## src/rtl/vch_pkg.sv

```systemverilog
package vch_pkg;

  typedef enum logic [1:0] {
    PH_TOP = 2'd0,
    PH_MID = 2'd1,
    PH_BOT = 2'd2,
    PH_GAP = 2'd3
  } phase_t;

  typedef struct packed {
    logic incCnt;
    logic clrCnt;
    logic incMid;
    logic clrMid;
    logic flipHalf;
    logic clrHalf;
  } strobes_t;

endpackage

```

## src/rtl/vch_extra_sel.sv

```systemverilog
module vch_extra_sel #(
  parameter int MID_BITS = 4
) (
  input  logic [MID_BITS-1:0] midIdx,
  input  logic [MID_BITS-1:0] fracCode,
  output logic                extraRep
);
  logic [MID_BITS-1:0] revIdx;

  for (genvar b = 0; b < MID_BITS; b++) begin : g_rev
    assign revIdx[b] = midIdx[MID_BITS-1-b];
  end

  // Lines whose reversed position is below the fraction get one more repeat.
  assign extraRep = (revIdx < fracCode);
endmodule

```

## src/rtl/vch_datapath.sv

```systemverilog
module vch_datapath
  import vch_pkg::*;
#(
  parameter int CODE_W   = 6,
  parameter int SPACE_W  = 5,
  parameter int MID_BITS = 4
) (
  input  logic                clk,
  input  logic                rstN,
  input  phase_t              phase,
  input  strobes_t            strobes,
  input  logic [CODE_W-1:0]   heightCode,
  input  logic [SPACE_W-1:0]  rowSpace,
  output logic                cntLast,
  output logic                midLast,
  output logic                half,
  output logic [MID_BITS-1:0] midIdx
);
  localparam int KW    = CODE_W - MID_BITS;
  localparam int CNT_W = (SPACE_W > KW + 1) ? SPACE_W : KW + 1;

  logic [CNT_W-1:0] cnt;
  logic [CNT_W-1:0] groupLen;
  logic [KW-1:0]    coarse;
  logic [KW-1:0]    coarseEff;
  logic             extraRep;

  assign coarse    = heightCode[CODE_W-1:MID_BITS];
  assign coarseEff = (coarse == '0) ? KW'(1) : coarse;

  vch_extra_sel #(.MID_BITS(MID_BITS)) u_extra (
    .midIdx  (midIdx),
    .fracCode(heightCode[MID_BITS-1:0]),
    .extraRep(extraRep)
  );

  always_comb begin
    unique case (phase)
      PH_TOP:  groupLen = CNT_W'(coarseEff);
      PH_MID:  groupLen = CNT_W'(coarseEff) + CNT_W'(extraRep);
      PH_BOT:  groupLen = CNT_W'(coarseEff);
      default: groupLen = CNT_W'(rowSpace);
    endcase
  end

  assign cntLast = (cnt == groupLen - CNT_W'(1));
  assign midLast = (midIdx == {MID_BITS{1'b1}});

  always_ff @(posedge clk or negedge rstN) begin
    if (!rstN) begin
      cnt    <= '0;
      midIdx <= '0;
      half   <= 1'b0;
    end else begin
      if (strobes.clrCnt)      cnt <= '0;
      else if (strobes.incCnt) cnt <= cnt + CNT_W'(1);

      if (strobes.clrMid)      midIdx <= '0;
      else if (strobes.incMid) midIdx <= midIdx + MID_BITS'(1);

      if (strobes.clrHalf)       half <= 1'b0;
      else if (strobes.flipHalf) half <= ~half;
    end
  end

  // the middle index only steps up by one or returns to zero.
  p_mid_step_r3: assert property (@(posedge clk) disable iff (!rstN)
    (midIdx != $past(midIdx) && midIdx != '0) |-> midIdx == $past(midIdx) + MID_BITS'(1));

endmodule

```

## src/rtl/vch_control.sv

```systemverilog
module vch_control
  import vch_pkg::*;
#(
  parameter int SPACE_W = 5
) (
  input  logic               clk,
  input  logic               rstN,
  input  logic               lineAdv,
  input  logic               rowStart,
  input  logic               dblHeight,
  input  logic [SPACE_W-1:0] rowSpace,
  input  logic               cntLast,
  input  logic               midLast,
  input  logic               half,
  output phase_t             phase,
  output strobes_t           strobes,
  output logic               rowEnd
);
  phase_t phaseNext;
  logic   fontPhase;
  logic   secondHalf;
  logic   lastGroup;

  assign fontPhase  = (phase != PH_GAP);
  assign secondHalf = !fontPhase || !dblHeight || half;
  assign lastGroup  = (phase == PH_GAP) || (phase == PH_BOT && rowSpace == '0);
  assign rowEnd     = lastGroup && cntLast && secondHalf;

  always_comb begin
    strobes   = '0;
    phaseNext = phase;
    if (rowStart) begin
      strobes.clrCnt  = 1'b1;
      strobes.clrMid  = 1'b1;
      strobes.clrHalf = 1'b1;
      phaseNext       = PH_TOP;
    end else if (lineAdv) begin
      if (!secondHalf) begin
        strobes.flipHalf = 1'b1;
      end else begin
        strobes.clrHalf = 1'b1;
        if (!cntLast) begin
          strobes.incCnt = 1'b1;
        end else begin
          strobes.clrCnt = 1'b1;
          unique case (phase)
            PH_TOP: begin
              phaseNext      = PH_MID;
              strobes.clrMid = 1'b1;
            end
            PH_MID: begin
              if (midLast) phaseNext = PH_BOT;
              else         strobes.incMid = 1'b1;
            end
            PH_BOT: begin
              phaseNext      = (rowSpace == '0) ? PH_TOP : PH_GAP;
              strobes.clrMid = 1'b1;
            end
            default: begin
              phaseNext      = PH_TOP;
              strobes.clrMid = 1'b1;
            end
          endcase
        end
      end
    end
  end

  always_ff @(posedge clk or negedge rstN) begin
    if (!rstN) phase <= PH_TOP;
    else       phase <= phaseNext;
  end

  // a restart always lands on the top phase.
  p_restart_r10: assert property (@(posedge clk) disable iff (!rstN)
    rowStart |=> phase == PH_TOP);

  // without strobes the phase holds.
  p_hold_r11: assert property (@(posedge clk) disable iff (!rstN)
    (!lineAdv && !rowStart) |=> $stable(phase));

  // the bottom phase is only entered from the middle phase.
  p_order_r5: assert property (@(posedge clk) disable iff (!rstN)
    (phase == PH_BOT && $past(phase) != PH_BOT) |-> $past(phase) == PH_MID);

  // spacing lines only follow the bottom font line.
  p_gap_after_bot_r6: assert property (@(posedge clk) disable iff (!rstN)
    (phase == PH_GAP && $past(phase) != PH_GAP) |-> $past(phase) == PH_BOT);

endmodule

```

## src/rtl/vch_line_mapper.sv

```systemverilog
module vch_line_mapper
  import vch_pkg::*;
#(
  parameter int CODE_W   = 6,
  parameter int SPACE_W  = 5,
  parameter int MID_BITS = 4,
  parameter int LINE_W   = 5
) (
  input  logic               clk,
  input  logic               rstN,
  input  logic [CODE_W-1:0]  heightCode,
  input  logic [SPACE_W-1:0] rowSpace,
  input  logic               dblHeight,
  input  logic               lineAdv,
  input  logic               rowStart,
  output logic [LINE_W-1:0]  fontLine,
  output logic               spaceLine,
  output logic               rowEnd
);
  localparam int FONT_LINES = (1 << MID_BITS) + 2;

  phase_t              phase;
  strobes_t            strobes;
  logic                cntLast;
  logic                midLast;
  logic                half;
  logic [MID_BITS-1:0] midIdx;

  vch_control #(.SPACE_W(SPACE_W)) u_ctl (
    .clk      (clk),
    .rstN     (rstN),
    .lineAdv  (lineAdv),
    .rowStart (rowStart),
    .dblHeight(dblHeight),
    .rowSpace (rowSpace),
    .cntLast  (cntLast),
    .midLast  (midLast),
    .half     (half),
    .phase    (phase),
    .strobes  (strobes),
    .rowEnd   (rowEnd)
  );

  vch_datapath #(
    .CODE_W  (CODE_W),
    .SPACE_W (SPACE_W),
    .MID_BITS(MID_BITS)
  ) u_dp (
    .clk       (clk),
    .rstN      (rstN),
    .phase     (phase),
    .strobes   (strobes),
    .heightCode(heightCode),
    .rowSpace  (rowSpace),
    .cntLast   (cntLast),
    .midLast   (midLast),
    .half      (half),
    .midIdx    (midIdx)
  );

  always_comb begin
    unique case (phase)
      PH_TOP:  fontLine = '0;
      PH_MID:  fontLine = LINE_W'(midIdx) + LINE_W'(1);
      PH_BOT:  fontLine = LINE_W'(FONT_LINES - 1);
      default: fontLine = '0;
    endcase
  end

  assign spaceLine = (phase == PH_GAP);

  // a strobe on the last line wraps to font line 0.
  p_wrap_r9: assert property (@(posedge clk) disable iff (!rstN)
    (rowEnd && lineAdv && !rowStart) |=> (fontLine == '0 && !spaceLine));

  // the repeat half only rises on a strobe in a double-height row.
  p_half_r7: assert property (@(posedge clk) disable iff (!rstN)
    $rose(half) |-> ($past(lineAdv) && $past(dblHeight)));

endmodule

```

## config.mk

```make
export PLATFORM = sky130hd
export DESIGN_NAME = vch_line_mapper
export DESIGN_NICKNAME = d
export VERILOG_FILES = /design/src/rtl/vch_pkg.sv /design/src/rtl/vch_extra_sel.sv /design/src/rtl/vch_datapath.sv /design/src/rtl/vch_control.sv /design/src/rtl/vch_line_mapper.sv
export SDC_FILE = /design/constraint.sdc
export NUM_CORES = 1
export LEC_CHECK = 0
export BUFFER_PORTS_ARGS = -buffer_cell sky130_fd_sc_hd__buf_2
export CAP_MARGIN = 5
export CORE_MARGIN = 4
export CORE_UTILIZATION = 45
export DETAILED_ROUTE_END_ITERATION = 8
export PLACE_DENSITY = 0.67
export SLEW_MARGIN = 20
export SYNTH_ARGS = -nofsm -noshare
export SYNTH_HDL_FRONTEND = slang
export SYNTH_SLANG_ARGS = --single-unit
```

## constraint.sdc

```tcl
create_clock -name clk -period 5.07 [get_ports clk]
set_input_delay 0 -clock clk [delete_from_list [all_inputs] [get_ports clk]]
set_output_delay 0 -clock clk [all_outputs]
set_load 0.02 [all_outputs]
```

==> results.txt, run 1 <==
Result of the run = complete, no violations
Total routing usage reported by global routing = 0.1828
Syn avg cell area = 8.076 um^2
Reg2reg start = u_dp.midIdx[2]
Register area share after synthesis = 0.2414
Final antenna diode count = 0
Post-synthesis cell area = 1244 um^2
Async set-reset flop share out of synthesis = 1.000
Startpoint of the most critical setup path = u_dp.midIdx[2]
Die Outline Area = 3669 um^2
Data arrival time of the critical path = 3.83 ns
Height of the die = 60.57 um
Leak = 0.6831 nW
Share of power burned in combinational logic = 0.360
Net switching share of the total power = 0.3609
Most common cell type on the critical path = ha_1
Critical Path Start Type = register
Number of hold violations in the final report = 0
Cell count after synthesis = 154
Share of the clock period used by the worst path after layout = 0.7553
Most frequent cell after synthesis = nand2_1
RSZ-0062 raised after global routing = false
Row count = 18
Count of antenna-violating nets left after detailed routing = 0
Initial standard-cell utilization of the core = 0.4887
Placeable core region = 2545 um^2
Clock root buffer = clkbuf_4
DRT Pass-1 Iters = 4
Routability cong. = 0.8291
Post-synthesis register bit count = 12
Worst hold path type = input port to register
Library cells used by synthesis = 43
Critical-path cell list = ha_1, a21o_1, a21o_1, a21oi_1, ha_1, ha_1, a21oi_1, nand2_1, o21ai_0, ha_1, nor3b_2, xnor2_1, o32a_1, or4_1, nor2_1, buf_2
Worst vdd rail ir drop = 0.0001243 V
Crit path time final = 3.830 ns
Fraction of final layout cells with drive strength greater than 1 = 0.1761
Clock network fraction of total power = 0.277
Cell Area, Placed = 1368 um^2
Achievable frequency = 261.1 MHz
Half-perimeter wire length after detailed placement = 2407 um
Leading cell types by total area after synthesis = dfrtp_1 (24%), ha_1 (12%), nand2_1 (4.5%)
Slew at the pin with the worst max-slew slack = 0.4875 ns
Relative contribution of sequential cells to total power = 0.364
Final routed wirelength across all metal layers = 3097 um
Number of enable-type register cells in the synthesized netlist = 0
Pin count of the biggest net entering global routing = 16
Max-cap violation count = 0
Final instance area = 1414 um^2
Via count of the first global-routing pass = 1,179
Starting DRT DRC Count = 56
Number of top-level design ports = 23
Number of instances in the placed design = 201
Global-route wire length before repair = 5092 um
Setup TNS Final = 0 ns
# nets final = 205
TritonCTS sink count = 12
Internal power summed over all cells = 183.0 uW
Clock buffer count from CTS = 3
Multi-input logic area = 874.6 um^2
Max-slew violation total from the final report = 0
Count of H-tree levels built during CTS = 1
Initial antenna violation count = 0
Startpoint of the tightest hold check path = lineAdv
Number of input and output port buffers inserted = 22
Standard cell with the maximum stage delay on the critical path = or4_1
Syn-to-layout area delta = 13.68%
Footprint of the flip-flops and latches = 300.3 um^2
Maximum buffer depth of the clock tree = 2
Clock-pin slew on the worst setup and hold paths = 0.08 ns
Synth warnings = 0
Post-route worst hold slack = 0.04346 ns
Count of placed standard cells in the final layout, fillers left out = 206
Path type of the worst setup path = register to output pin
Filler instances = 248
TritonCTS clock tree = built
Vias per cell = 5.845
Post-synth top area cell = dfrtp_1
Grt ovf = 0
Drt wl/cell = 15.03 um
Most used DFF post-synth = dfrtp_1
Worst Path Required = 5.07 ns
Total of endpoints with negative setup slack in the final report = 0
Worst-case headroom to the max-slew limit = 0.6725
Fin Clk Skew = 0.002722 ns
Biggest fanout along the worst timing path = 6
Delay of the slowest cell on the worst path = 0.54 ns
Number of buffers inserted to repair setup after CTS = 0
Clock latency of the later-clocked register in the worst-skew pair = 0.28 ns
Die width = 60.57 um
Most instantiated cells after synthesis = nand2_1 (15), dfrtp_1 (12), ha_1 (12), inv_1 (12)
DRC viols = 0
Power per Cell Area = 202.5 nW/um^2
Total nets after synthesis = 182
Switching power summed over all nets = 103.4 uW
Area share of the largest cell type after synthesis = 0.2414
Setup crit end kind = output pin
Detailed-route via count = 1,204
## stage by stage
stage	utilization	setup slack [ns]	power [mW]
finish	0.5556	1.240	0.2864
global route	0.5556	1.035	0.3049
CTS	0.5556	1.231	0.2870
detailed placement	0.5374	1.291	0.2067
global placement	0.5374	1.421	0.2051
floorplan	-	1.569	0.1772
## cell families (layout without fill, tap and decap cells)
group	count (synthesis)	in the layout	synth area share
buffers and inverters	17	39	0.05533
AND/OR/NAND/NOR	56	56	0.2304
XOR/XNOR	12	12	0.08451
adder cells (fa/ha/maj)	12	12	0.1207
AO/OA/AOI/OAI	44	44	0.2555
multiplexers	1	1	0.01207
flip-flops	12	12	0.2415
## final cells by class
type	count	area share
Clock buffer	4	0.02566
Tap cell	30	0.02655
Sequential cell	12	0.2124
Multi-Input combinational cell	125	0.6186
Timing Repair Buffer	23	0.08496
Inverter	12	0.03186
## path summary, 6_finish.rpt
path	to	slack, ns	cells after the start
worst max-delay path	rowEnd	1.24	16
worst min-delay path	u_dp.half	0.04	3
worst max register to register	u_dp.midIdx[0]	1.30	16
worst min register to register	u_dp.half	0.57	2
max in group asynchronous	u_dp.half	4.74	2
min in group asynchronous	u_ctl.phase[1]	0.12	2
## power by group through the flow
| stage | Sequential, mW | Combinational, mW | Clock, mW |
|---|---|---|---|
| after floorplan | 0.105 | 0.0725 | 0 |
| final | 0.104 | 0.103 | 0.0793 |
| after global placement | 0.106 | 0.0994 | 0 |
| after detailed placement | 0.106 | 0.101 | 0 |
| after global routing | 0.105 | 0.114 | 0.0858 |
| after CTS | 0.104 | 0.102 | 0.0809 |
## critical path, delay by kind of cell (launching register included)
family          cells  cell delay, ns
compound gates      6            0.92
xor+xnor            1            0.10
fa+ha+maj           4            0.92
buf+inv             1            0.17
flops               1            0.45
simple gates        4            0.98
## what timing repair did
item	4_1_cts	5_1_grt
setup endpoints to repair	0	0
hold endpoints to repair	12	0
gates resized for setup	0	0
hold buffers	1	0
## sequential cells by signal, indices dropped and copies added (netlist names)
signal       flops
u_dp.half        1
u_dp.midIdx      4
u_ctl.phase      2
u_dp.cnt         5
## cells in the final DEF (no fill, tap or decap), drive strengths merged, types with 2 or more instances in the layout
master   instances
o21a             4
o2111ai          2
nor3             9
o31a             2
a21oi            7
clkbuf           4
a211o            3
nand3            4
and2             2
nand2b           3
or3              4
and3             2
ha              12
nor2b            2
xor2             6
buf             22
nand2           15
a211oi           3
o211ai           3
nor2             9
a21o             3
o21ai            7
dfrtp           12
xnor2            6
inv             12
## per-layer routing
layer	vias up	global-route usage	part of all wire
met5	-	0	0
met3	6	0.01915	0.037
met4	0	0.08050	0.014
met2	26	0.2977	0.46
li1	606	-	-
met1	566	0.2445	0.49
Power figures use the tool's default switching activity.
==> inputs of run 2 (changes only) <==
--- a/config.mk
+++ b/config.mk
@@ -5,6 +5,7 @@
 export SDC_FILE = /design/constraint.sdc
 export NUM_CORES = 1
 export LEC_CHECK = 0
+export ABC_AREA = 1
 export BUFFER_PORTS_ARGS = -buffer_cell sky130_fd_sc_hd__buf_2
 export CAP_MARGIN = 5
 export CORE_MARGIN = 4
==> constraint.sdc (replaced) <==
create_clock -name clk -period 3.75 [get_ports clk]
set_input_delay 0 -clock clk [delete_from_list [all_inputs] [get_ports clk]]
set_output_delay 0 -clock clk [all_outputs]
set_load 0.02 [all_outputs]
==> run 2 against run 1 <==
Effect of this change: sequential cell count did not move; sequential share of layout area grew 1.7 points; clock-buffer cell count unchanged; non-clock buffer count unchanged; die area decreased by 7.2%; combinational power rose to 4.5 times the previous value; clock skew decreased by 0.00094 ns; worst hold slack lost 0.020 ns; power grew to 2.6 times the previous value; sequential power grew 76%; core utilization increased by 0.79 points; area after synthesis decreased by 8.2%; critical endpoint is now u_dp.midIdx[1]; largest power group is now combinational logic; highest routed layer unchanged.
==> results.txt, run 2 <==
Total routing usage reported by global routing = 0.1692 (-0.01358)
Count of H-tree levels built during CTS = 1 (unchanged)
Synth warnings = 0 (unchanged)
Post-synth top area cell = dfrtp_1
Clock-pin slew on the worst setup and hold paths = 0.08 ns (about the same)
Initial standard-cell utilization of the core = 0.4922 (+0.003482)
DRC viols = 0 (unchanged)
Simple-gate share of the synthesized area = 0.3564 (+0.1260)
Starting DRT DRC Count = 31 (-45%)
Register area share after synthesis = 0.2632 (+0.02171)
Post-synthesis register bit count = 12 (unchanged)
Fraction of final layout cells with drive strength greater than 1 = 0.2043 (+0.02816)
Number of hold violations in the final report = 0 (unchanged)
Detailed-route via count = 1,051 (-13%)
DRT Pass-1 Iters = 4 (unchanged)
Clock latency of the later-clocked register in the worst-skew pair = 0.28 ns (about the same)
Standard cell with the maximum stage delay on the critical path = dfrtp_1
Path type of the worst setup path = register to register
Post-synthesis cell area = 1141 um^2 (-8.2%)
XOR/XNOR Fraction of Synth Area = 0.06908 (-0.01543)
Maximum buffer depth of the clock tree = 2 (unchanged)
Syn avg cell area = 7.044 um^2 (-13%)
Biggest fanout along the worst timing path = 11 (+5)
Max-slew violation total from the final report = 0 (unchanged)
Delay of the slowest cell on the worst path = 0.45 ns (-0.09 ns)
Length in cells of the worst reg-to-reg path = 18 (+2)
Most common cell type on the critical path = nand2_1
Number of top-level design ports = 23 (unchanged)
Count of antenna-violating nets left after detailed routing = 0 (unchanged)
Post-route worst hold slack = 0.02302 ns (-0.02043 ns)
Fin Clk Skew = 0.001782 ns (-0.0009401 ns)
Main combinational cell family by area after synthesis = simple AND/OR/NAND/NOR gates
Syn-to-layout area delta = 14.47%
Leading cell types by total area after synthesis = dfrtp_1 (26%), nand2_1 (14%), ha_1 (13%)
Die width = 58.36 um (-3.7%)
Clock buffer count from CTS = 3 (unchanged)
Clock root buffer = clkbuf_4
Data arrival time of the critical path = 3.32 ns (-0.51 ns)
Result of the run = complete, no violations
Worst hold path type = input port to register
Most used DFF post-synth = dfrtp_1
Slew at the pin with the worst max-slew slack = 0.4292 ns (-0.05828 ns)
Die Outline Area = 3405 um^2 (-7.2%)
Leak = 0.7198 nW (+5.4%)
Half-perimeter wire length after detailed placement = 2093 um (-13%)
Most frequent cell after synthesis = nand2_1
Worst vdd rail ir drop = 0.0003287 V (+160%)
Worst path buffer plus inverter count = 0 (-1)
Setup crit end kind = register
Number of instances on the worst hold path = 3 (unchanged)
Largest registers ranked by flip-flop count = u_dp.cnt (5), u_dp.midIdx (4), u_ctl.phase (2)
Number of input and output port buffers inserted = 22 (unchanged)
Share of the clock period used by the worst path after layout = 0.8402
Drt wl/cell = 11.71 um (-22%)
Height of the die = 58.36 um (-3.7%)
RSZ-0062 raised after global routing = false
Placeable core region = 2318 um^2 (-8.9%)
Power per Cell Area = 574.8 nW/um^2 (+180%)
Final antenna diode count = 0 (unchanged)
Area share of the largest cell type after synthesis = 0.2632 (+0.02171)
Number of enable-type register cells in the synthesized netlist = 0 (unchanged)
Most instantiated cells after synthesis = nand2_1 (44), inv_1 (24), nor2_1 (14)
Largest register FFs = 5 (unchanged)
Total of endpoints with negative setup slack in the final report = 0 (unchanged)
Final routed wirelength across all metal layers = 2507 um (-19%)
Achievable frequency = 317.4 MHz
TritonCTS clock tree = built
Critical Path Start Type = register
Share of synthesized cell area in full adder, half adder and majority cells = 0.1316 (+0.01085)
Largest delay share family, worst path = simple AND/OR/NAND/NOR gates
Register name with the most flops = u_dp.cnt
Filler instances = 230 (-7.3%)
TritonCTS sink count = 12 (unchanged)
Grt ovf = 0 (unchanged)
Global-route wire length before repair = 4505 um (-12%)
Fraction of synthesized area in multiplexers = 0 (-0.01207)
Async set-reset flop share out of synthesis = 1.000 (unchanged)
Max-cap violation count = 0 (unchanged)
# nets final = 215 (+4.9%)
Vias per cell = 4.911 (-16%)
Critical-path cell list = ha_1, nand2_1, o21a_1, ha_1, ha_1, nand3_1, nand2_1, nor2_4, ha_1, xnor2_1, nor2_1, nand2_1, nor2_2, nand4_2, nand2_2, nand2_1, nand2_1, nand2_1
Cell count after synthesis = 162 (+5.2%)
Initial antenna violation count = 0 (unchanged)
Library cells used by synthesis = 26 (-40%)
Most frequent cells in the layout = nand2_1 (44), inv_1 (24), buf_2 (22)
Worst Path Required = 3.92 ns (-1.15 ns)
Most common cell after layout, fill and taps aside = nand2_1
Setup TNS Final = 0 ns (unchanged)
Crit path time final = 3.151 ns
Crit path depth = 18 (+2)
Worst-case headroom to the max-slew limit = 0.7139 (+0.04136)
Compound-Gate Fraction of Synth Area = 0.06908 (-0.1865)
Pin count of the biggest net entering global routing = 13 (-3)
Via count of the first global-routing pass = 1,078 (-8.6%)
Routability cong. = 0.7740 (-6.6%)
Row count = 17 (-1)
Total nets after synthesis = 190 (+4.4%)
[run 2: cell count changes after synthesis, moves of 4 or more]
cell / change
inv_1: +12
nand2_1: +29
nand2_2: +4
nand3_1: +7
nand4_1: +6
nor2_1: +5
nor3_1: -9
o21ai_0: -4
or3_1: -4
[run 2: report_power, final]
group          total [mW]  leakage [nW]  switching [mW]  internal (mW)
registers           0.183         0.163          0.0296          0.153
logic               0.463         0.536           0.287          0.176
clock network       0.105        0.0210          0.0464         0.0591
[run 2: area by class of cell]
| type | instances | area (um^2) | share of cell area |
|---|---|---|---|
| Tap cell | 28 | 35.03 | 0.02682 |
| Multi-Input combinational cell | 121 | 714.4 | 0.5469 |
| Timing Repair Buffer | 23 | 120.1 | 0.09195 |
| Clock buffer | 4 | 36.28 | 0.02778 |
| Sequential cell | 12 | 300.3 | 0.2299 |
| Inverter | 26 | 100.1 | 0.07663 |
[run 2: worst min-delay path: stages]
cell and delay [ns]:
buf_2 0.11, xnor2_1 0.11, nor2_1 0.04
[run 2: final timing paths]
| check | startpoint | to | slack [ns] |
|---|---|---|---|
| max in group asynchronous | rstN | u_dp.half | 3.39 |
| min in group asynchronous | rstN | u_dp.midIdx[0] | 0.14 |
| hold / removal | lineAdv | u_dp.half | 0.02 |
| hold reg to reg | u_ctl.phase[1] | u_ctl.phase[1] | 0.55 |
| setup reg to reg | u_dp.midIdx[0] | u_dp.midIdx[1] | 0.60 |
| setup / recovery | u_dp.midIdx[0] | u_dp.midIdx[1] | 0.60 |
[run 2: timing repair]
action	CTS	global route
buffers inserted	0	0
hold endpoints to repair	12	0
resized for setup	0	0
hold buffers	1	0
[run 2: cell families (layout without fill, tap and decap cells)]
family,Yosys count,count (layout)
adder cells (fa/ha/maj),12,12
buffers and inverters,29,53
AND/OR/NAND/NOR,87,87
flip-flops,12,12
AO/OA/AOI/OAI,13,13
XOR/XNOR,9,9
[run 2: per-layer routing]
metal | routed length (um) | track usage | up-vias | part of all wire
li1 | - | - | 564 | -
met1 | 1261 | 0.2224 | 470 | 0.50
met2 | 1118 | 0.2839 | 15 | 0.45
met3 | 110 | 0.03289 | 2 | 0.044
met4 | 16 | 0.04305 | 0 | 0.0064
met5 | 0 | 0 | - | 0
[run 2: metrics by stage]
step / instances / total power, mW / utilization / cell area (um^2) / setup slack [ns]
after floorplan: 162 / 0.5570 / - / 1141 / 0.9531
after global placement: 209 / 0.6324 / 0.5434 / 1260 / 0.6426
after detailed placement: 209 / 0.6468 / 0.5434 / 1260 / 0.6174
after CTS: 214 / 0.7558 / 0.5634 / 1306 / 0.5943
after global routing: 214 / 0.8414 / 0.5634 / 1306 / 0.2361
final: 214 / 0.7509 / 0.5634 / 1306 / 0.5994
